`src/rtl/pll_ctrl_pkg.sv`:
```
package pll_ctrl_pkg;
  localparam int unsigned EN_BIT     = 0;
  localparam int unsigned IRQ_EN_BIT = 1;
  localparam int unsigned IRQ_CLR_BIT = 2;
  localparam int unsigned SRC_LSB    = 3;

  typedef enum logic [1:0] {
    ST_IDLE    = 2'd0,
    ST_LOCKING = 2'd1,
    ST_LOCKED  = 2'd2,
    ST_STOPPING = 2'd3
  } lock_state_e;
endpackage

```
`src/rtl/pll_ctrl_regs.sv`:
```
module pll_ctrl_regs #(
  parameter int unsigned SRC_W  = 1,
  parameter int unsigned MUL_W  = 4,
  parameter int unsigned DATA_W = 3 + SRC_W + MUL_W
) (
  input  logic              clk_i,
  input  logic              rst_ni,
  input  logic              wr_en_i,
  input  logic [DATA_W-1:0] wr_data_i,
  input  logic              rdy_i,
  output logic              en_o,
  output logic              irq_en_o,
  output logic [SRC_W-1:0]  src_o,
  output logic [MUL_W-1:0]  mul_o
);
  import pll_ctrl_pkg::*;
  localparam int unsigned MUL_LSB = SRC_LSB + SRC_W;

  logic cfg_open;
  assign cfg_open = !en_o && !rdy_i;

  always_ff @(posedge clk_i or negedge rst_ni) begin
    if (!rst_ni) begin
      en_o     <= 1'b0;
      irq_en_o <= 1'b0;
      src_o    <= '0;
      mul_o    <= '0;
    end else if (wr_en_i) begin
      en_o     <= wr_data_i[EN_BIT];
      irq_en_o <= wr_data_i[IRQ_EN_BIT];
      if (cfg_open) begin
        src_o <= wr_data_i[SRC_LSB +: SRC_W];
        mul_o <= wr_data_i[MUL_LSB +: MUL_W];
      end
    end
  end

  assert_cfg_locked_en_R2: assert property (@(posedge clk_i) disable iff (!rst_ni)
    en_o |=> ($stable(src_o) && $stable(mul_o)));
  assert_cfg_locked_rundown_R4: assert property (@(posedge clk_i) disable iff (!rst_ni)
    (!en_o && rdy_i) |=> ($stable(src_o) && $stable(mul_o)));
  assert_en_follows_write_R7: assert property (@(posedge clk_i) disable iff (!rst_ni)
    wr_en_i |=> (en_o == $past(wr_data_i[EN_BIT])));
endmodule

```
`src/rtl/pll_ctrl_lock.sv`:
```
module pll_ctrl_lock #(
  parameter int unsigned LOCK_CYCLES = 16,
  parameter int unsigned STOP_CYCLES = 6
) (
  input  logic clk_i,
  input  logic rst_ni,
  input  logic en_i,
  output logic rdy_o,
  output logic rdy_set_o
);
  import pll_ctrl_pkg::*;
  localparam int unsigned MAX_C = (LOCK_CYCLES > STOP_CYCLES) ? LOCK_CYCLES : STOP_CYCLES;
  localparam int unsigned CNT_W = (MAX_C > 1) ? $clog2(MAX_C) : 1;
  localparam logic [CNT_W-1:0] LOCK_LAST = CNT_W'(LOCK_CYCLES - 1);
  localparam logic [CNT_W-1:0] STOP_LAST = CNT_W'(STOP_CYCLES - 1);

  lock_state_e state_q, state_d;
  logic [CNT_W-1:0] cnt_q, cnt_d;

  assign rdy_set_o = (state_q == ST_LOCKING) && en_i && (cnt_q == LOCK_LAST);

  always_comb begin
    state_d = state_q;
    cnt_d   = cnt_q + 1'b1;
    unique case (state_q)
      ST_IDLE: begin
        cnt_d = '0;
        if (en_i) state_d = ST_LOCKING;
      end
      ST_LOCKING: begin
        if (!en_i) begin
          state_d = ST_IDLE;
          cnt_d   = '0;
        end else if (cnt_q == LOCK_LAST) begin
          state_d = ST_LOCKED;
          cnt_d   = '0;
        end
      end
      ST_LOCKED: begin
        cnt_d = '0;
        if (!en_i) state_d = ST_STOPPING;
      end
      ST_STOPPING: begin
        // a re-enable during rundown waits for full stop
        if (cnt_q == STOP_LAST) begin
          state_d = ST_IDLE;
          cnt_d   = '0;
        end
      end
      default: begin
        state_d = ST_IDLE;
        cnt_d   = '0;
      end
    endcase
  end

  always_ff @(posedge clk_i or negedge rst_ni) begin
    if (!rst_ni) begin
      state_q <= ST_IDLE;
      cnt_q   <= '0;
      rdy_o   <= 1'b0;
    end else begin
      state_q <= state_d;
      cnt_q   <= cnt_d;
      rdy_o   <= (state_d == ST_LOCKED) || (state_d == ST_STOPPING);
    end
  end

  assert_rdy_needs_en_R6: assert property (@(posedge clk_i) disable iff (!rst_ni)
    $rose(rdy_o) |-> $past(en_i));
  assert_rdy_holds_on_disable_R3: assert property (@(posedge clk_i) disable iff (!rst_ni)
    ($fell(en_i) && rdy_o) |=> rdy_o);
endmodule

```
`src/rtl/pll_ctrl_irq.sv`:
```
module pll_ctrl_irq #(
  parameter int unsigned DATA_W = 8
) (
  input  logic              clk_i,
  input  logic              rst_ni,
  input  logic              wr_en_i,
  input  logic [DATA_W-1:0] wr_data_i,
  input  logic              rdy_set_i,
  input  logic              irq_en_i,
  output logic              irq_o
);
  import pll_ctrl_pkg::*;

  logic clr;
  assign clr = wr_en_i && wr_data_i[IRQ_CLR_BIT];

  always_ff @(posedge clk_i or negedge rst_ni) begin
    if (!rst_ni)                    irq_o <= 1'b0;
    else if (rdy_set_i && irq_en_i) irq_o <= 1'b1;  // new event wins over clear
    else if (clr)                   irq_o <= 1'b0;
  end

  assert_irq_needs_en_R5: assert property (@(posedge clk_i) disable iff (!rst_ni)
    $rose(irq_o) |-> $past(irq_en_i));
  assert_irq_sticky_R8: assert property (@(posedge clk_i) disable iff (!rst_ni)
    (irq_o && !clr) |=> irq_o);
endmodule

```
`src/rtl/pll_ctrl_top.sv`:
```
module pll_ctrl_top #(
  parameter int unsigned LOCK_CYCLES = 16,
  parameter int unsigned STOP_CYCLES = 6,
  parameter int unsigned SRC_W       = 1,
  parameter int unsigned MUL_W       = 4,
  parameter int unsigned DATA_W      = 3 + SRC_W + MUL_W
) (
  input  logic              clk_i,
  input  logic              rst_ni,
  input  logic              wr_en_i,
  input  logic [DATA_W-1:0] wr_data_i,
  output logic              pll_en_o,
  output logic              pll_rdy_o,
  output logic              irq_en_o,
  output logic              irq_o,
  output logic [SRC_W-1:0]  src_sel_o,
  output logic [MUL_W-1:0]  mul_o
);
  logic rdy_set;

  pll_ctrl_regs #(.SRC_W(SRC_W), .MUL_W(MUL_W), .DATA_W(DATA_W)) u_regs (
    .clk_i, .rst_ni, .wr_en_i, .wr_data_i,
    .rdy_i    (pll_rdy_o),
    .en_o     (pll_en_o),
    .irq_en_o (irq_en_o),
    .src_o    (src_sel_o),
    .mul_o    (mul_o)
  );

  pll_ctrl_lock #(.LOCK_CYCLES(LOCK_CYCLES), .STOP_CYCLES(STOP_CYCLES)) u_lock (
    .clk_i, .rst_ni,
    .en_i      (pll_en_o),
    .rdy_o     (pll_rdy_o),
    .rdy_set_o (rdy_set)
  );

  pll_ctrl_irq #(.DATA_W(DATA_W)) u_irq (
    .clk_i, .rst_ni, .wr_en_i, .wr_data_i,
    .rdy_set_i (rdy_set),
    .irq_en_i  (irq_en_o),
    .irq_o     (irq_o)
  );
endmodule

```
`config.mk`:
```
export PLATFORM = sky130hd
export DESIGN_NAME = pll_ctrl_top
export DESIGN_NICKNAME = d
export VERILOG_FILES = /design/src/rtl/pll_ctrl_pkg.sv /design/src/rtl/pll_ctrl_regs.sv /design/src/rtl/pll_ctrl_lock.sv /design/src/rtl/pll_ctrl_irq.sv /design/src/rtl/pll_ctrl_top.sv
export SDC_FILE = /design/constraint.sdc
export NUM_CORES = 1
export LEC_CHECK = 0
export ABC_AREA = 0
export BUFFER_PORTS_ARGS = -buffer_cell sky130_fd_sc_hd__buf_4
export CORE_MARGIN = 2
export CORE_UTILIZATION = 40
export CTS_CLUSTER_SIZE = 14
export DETAILED_ROUTE_END_ITERATION = 8
export GPL_TIMING_DRIVEN = 1
export PLACE_DENSITY = 0.64
export SYNTH_ARGS = -nofsm -noshare
export SYNTH_HDL_FRONTEND = slang
export SYNTH_SLANG_ARGS = --single-unit
```
`constraint.sdc`:
```
create_clock -name clk_i -period 2.2 [get_ports clk_i]
set_input_delay 0.11 -clock clk_i [delete_from_list [all_inputs] [get_ports clk_i]]
set_output_delay 0.11 -clock clk_i [all_outputs]
set_load 0.02 [all_outputs]
```
## Yosys cells after proc, flatten, opt, wreduce, memory -nomap -nowiden

Cells that the tools add are included.

| operators by class | value |
|---|---|
| $add $sub $neg | 1 |
| eq/ne operators | 7 |
| multiplexer cells | 12 |
| reductions and logical operators | 12 |

Operators by type and width:

| cell | number |
|---|---|
| $mux W4 | 3 |
| $pmux W4 S3 | 1 |
| $mux W2 | 5 |
| $eq A2 B2 Y1 const B | 4 |
| $pmux W2 S4 | 1 |
| $logic_and A1 B1 Y1 | 5 |
| $add A4 B1 Y4 const B | 1 |
| $eq A4 B3 Y1 const B | 1 |
| $eq A4 B4 Y1 const B | 1 |
| $eq A2 B1 Y1 const B | 1 |
| $logic_not A1 Y1 | 2 |
| $logic_not A2 Y1 | 1 |
| $mux W1 | 2 |
| $reduce_and A2 Y1 | 1 |
| $reduce_bool A2 Y1 | 1 |
| $reduce_or A2 Y1 | 1 |
| $logic_or A1 B1 Y1 | 1 |

| word-level totals | value |
|---|---|
| register bits | 15 |
| output and inout port bits | 9 |

## Depth between registers and ports, before layout

| logic depth | value |
|---|---|
| word-level depth | 6 |
| depth in mapped cells | 5 |

## Modules after synthesis

Synthesis repeated with hierarchy kept, for this count alone.

| second synthesis, totals | value |
|---|---|
| cell total of the unflattened synthesis | 46 |
| area total of the unflattened synthesis | 614.3 sq um |

Modules (own cells, without submodules):

| module | instances | cells each | area each (sq um) | sequential area each (sq um) |
|---|---|---|---|---|
| pll_ctrl_lock | 1 | 28 | 304.0 | 150.1 |
| pll_ctrl_regs | 1 | 15 | 272.8 | 175.2 |
| pll_ctrl_irq | 1 | 3 | 37.5 | 25.0 |

## Worst setup path after synthesis

OpenSTA, ideal clock, no wires.

| path | value |
|---|---|
| kind | reg-to-reg |
| from | reg u_regs.en_o |
| to | reg u_regs.mul_o[0] |
| library setup time | 0.125 ns |
| arrival time | 1.160 ns |
| path slack | 0.915 ns |
| stages on the path, launching flop included | 3 |
| path buffers | 0 |
| period minus slack after synthesis | 1.285 ns |
| cell sequence | dfrtp_1 > nor3b_4 > mux2_2 |

| on the way | value |
|---|---|
| cells in the longest elaborated chain, start to end | 3 |

Ends and longest elaborated chain:

| what | line | RTL |
|---|---|---|
| start, declared | pll_ctrl_regs.sv:11 | `output logic en_o,` |
| start signal, assigned | pll_ctrl_regs.sv:29 | `en_o <= wr_data_i[EN_BIT];` |
| $logic_not A1 Y1 | -- |  |
| $logic_and A1 B1 Y1 | pll_ctrl_regs.sv:20 | `assign cfg_open = !en_o && !rdy_i;` |
| $reduce_and A2 Y1 (no source line) | -- |  |
| end signal, assigned | pll_ctrl_regs.sv:33 | `mul_o <= wr_data_i[MUL_LSB +: MUL_W];` |
| end, declared | pll_ctrl_regs.sv:14 | `output logic [MUL_W-1:0] mul_o` |

Every way passes these cells.
A chain may end at the register's enable or synchronous reset.

## Worst setup path in the final report

| path | value |
|---|---|
| from | reg u_regs.en_o |
| to | reg u_regs.mul_o[3] |

The elaborated chain is that of the path after synthesis.

==> summary.txt <==
Run status
  – Status: finished clean

Routing
  – Post-route DRC: 0
  – Vias/cell: roughly 4.9
  – Post-Route WL: 1.11 mm
  – Drt wl/cell: between 10 and 15 µm
  – DRT iter0 DRCs: 2
  – DRT Pass-1 Iters: 4
  – Via count: approximately 440
  – Routed Antenna Nets: 0

Synthesis
  – Post-synth EDFFs: 0
  – Cell taking the most area after synthesis: dfrtp_1
  – Post-synthesis sequential area ratio: 0.584
  – Top post-synthesis cells by area: dfrtp_1 (58%), mux2_2 (12%), ha_1 (3.9%)
  – Synth Flop Type: dfrtp_1
  – Netlist cell types: 17
  – Number of synthesis warnings: 0
  – Synth top area share: 0.584
  – Most frequent cells after synthesis: dfrtp_1 (15), mux2_2 (7), nor2_1 (4)
  – Most numerous cell in the Yosys netlist: dfrtp_1
  – Ys async rst share: 1.00
  – Syn_area_per_cell: roughly 13 µm²
  – Mapped cell area: around 640 µm²
  – Syn_nets: between 60 and 70
  – Seq cells post-synth: 15
  – Post-Synthesis Cells: 50

Critical path
  – Crit-path leading delay family: flip-flops
  – FF-to-FF Start: u_regs.en_o
  – Critical-path cell list: nor3b_4, mux2_2
  – CP endpoint kind: flop
  – Crit path from: u_regs.en_o
  – Largest stage delay on the critical path: 0.47 ns
  – Crit Path Max Fanout: 7
  – Slowest-stage cell, CP: dfrtp_1
  – Critical Path AT: around 1.5 ns
  – CP required: about 2.4 ns
  – CP Buf/Inv Count: 0
  – Worst setup path class: flop to flop
  – Type of origin of the critical path: flop

Clock tree
  – TritonCTS Buffers: 3
  – CTS root buf: clkbuf_4
  – Post-CTS Resized: 0
  – H-tree depth: 1
  – CTS tree: yes
  – Clock Path Buffers: 2
  – Clk Latency, worst-skew pair: between 0.2 and 0.3 ns
  – # clock sinks: 15
  – Worst-path clk slew: around 0.080 ns
  – Post-CTS Setup Repair Bufs: 0

STA
  – Fin Clk Skew: between 0.003 and 0.004 ns
  – Setup violations, final: 0
  – Setup TNS: 0 ns
  – Worst hold slack: around 0.064 ns
  – FMAX: around 770 MHz
  – Unrepaired setup endpoints after global routing: false
  – Worst-Margin Slew: just under 0.3 ns
  – Slew HR: 0.803
  – Final min period: ~1.3 ns
  – Final Hold Fails: 0
  – Slew Viols, Final: 0
  – Tcrit/Tclk final: 0.587

Placement
  – Routability cong.: slightly below 0.8
  – IO buf count: 19
  – Placement Cell Area: between 800 and 900 µm²
  – Detail Placement HPWL: 797 µm

Global route
  – Antenna violations before repair: 0
  – Largest net degree at the start of global routing: 16
  – Number of global-route vias before repair: 457
  – First-pass GRT wire length: a little under 2 mm
  – Aggregate global routing overflow: 0
  – Total track usage: 0.136

Floorplanning
  – Io pins: 20
  – Initial Util: 0.427
  – Die height: between 40 and 50 µm
  – Row count: 14
  – Die area: 1940 µm²
  – Core area: 1510 µm²
  – Horiz. Die Dim: roughly 44 µm

Power
  – Pwr Density: just over 800 nW/µm²
  – Static Leak: 0.395 nW
  – Peak supply drop: a little over 0.0004 V

Final layout
  – Antenna Cells: 0
  – Layout Cell Area excl Fill: 842 µm²
  – Area grow syn2layout: 30.9%
  – Layout cells sized above 1: 0.419
  – Final #Nets: approximately 90

Job
  – Max Cap Violations: 0

Hold path
  – Hold path start: wr_data_i[5]
  – Min-Delay Path Class: input pin to flop
[layout make-up]
type | instances | area, µm²
multi-input cells | 33 | 260
clock buffers | 4 | 26.3
inverters | 2 | 7.51
well taps | 16 | 20.0
repair buffers | 20 | 153
flip-flops and latches | 15 | 375
fillers | 138 | 664
[kinds of logic (layout without fill, tap and decap cells)]
kind of cell | Yosys count | count (layout) | synth area share
xor gates and xnor gates | 2 | 2 | 0.0272
DFF | 15 | 15 | 0.584
muxes | 7 | 7 | 0.123
and+or+nand+nor | 15 | 15 | 0.138
buffers and inverters | 2 | 26 | 0.0117
AOI/OAI and AO/OA | 7 | 7 | 0.0778
adders and majority gates | 2 | 2 | 0.0389
[per-stage QoR]
stage                      util  total power, W  setup slack, ns  instances
after global placement    0.535        0.000526            0.927         85
after detailed placement  0.535        0.000526            0.913         85
after floorplan               -        0.000455            0.915         50
final                     0.559        0.000678            0.908         90
after global routing      0.559        0.000724            0.779         90
after CTS                 0.559        0.000688            0.891         90
[per-layer routing]
metal,global-route usage,wire [µm],vias up
met5,0,0,-
met4,0.0909,12,0
met3,0.0245,57,2
met2,0.197,530,10
met1,0.187,506,205
li1,-,-,224
[power by group]
part           switching [W]  internal [W]  total, W  leakage (nW)
combinational      0.0000838     0.0000859  0.000170         0.189
clock              0.0000830     0.0000702  0.000153        0.0150
sequential         0.0000391      0.000316  0.000355         0.190
[cell usage in the layout, fill, tap and decap left out, drive strengths merged, types with 2 or more instances in the layout]
cell type / Yosys / layout
nand3b: 2 / 2
clkbuf: 0 / 4
buf: 0 / 19
o21ai: 3 / 3
nand2: 3 / 3
ha: 2 / 2
mux2: 7 / 7
nand3: 3 / 3
nor2: 4 / 4
a21oi: 2 / 2
dfrtp: 15 / 15
inv: 2 / 2
[flip-flops by register name, indices dropped and copies added (netlist names)]
name             flops
u_regs.en_o          1
u_irq.irq_o          1
u_regs.mul_o         4
u_lock.state_q       2
u_regs.src_o         1
u_lock.rdy_o         1
u_regs.irq_en_o      1
u_lock.cnt_q         4
[final timing paths]
check / end / slack [ns] / cells past startpoint
worst max-delay path: u_regs.mul_o[3] / 0.91 / 2
worst min register to register: u_lock.cnt_q[0] / 0.51 / 1
max in group asynchronous: u_regs.mul_o[0] / 1.81 / 2
worst max register to register: u_regs.mul_o[3] / 0.91 / 2
worst min-delay path: u_regs.mul_o[1] / 0.06 / 2
min in group asynchronous: u_lock.cnt_q[1] / 0.22 / 2
[what timing repair did]
action                                  CTS  global route
hold buffers                              1             0
hold endpoints to repair                 15             0
endpoints found under the setup margin    0             0
No activity file was read; power rests on OpenSTA's default activity.
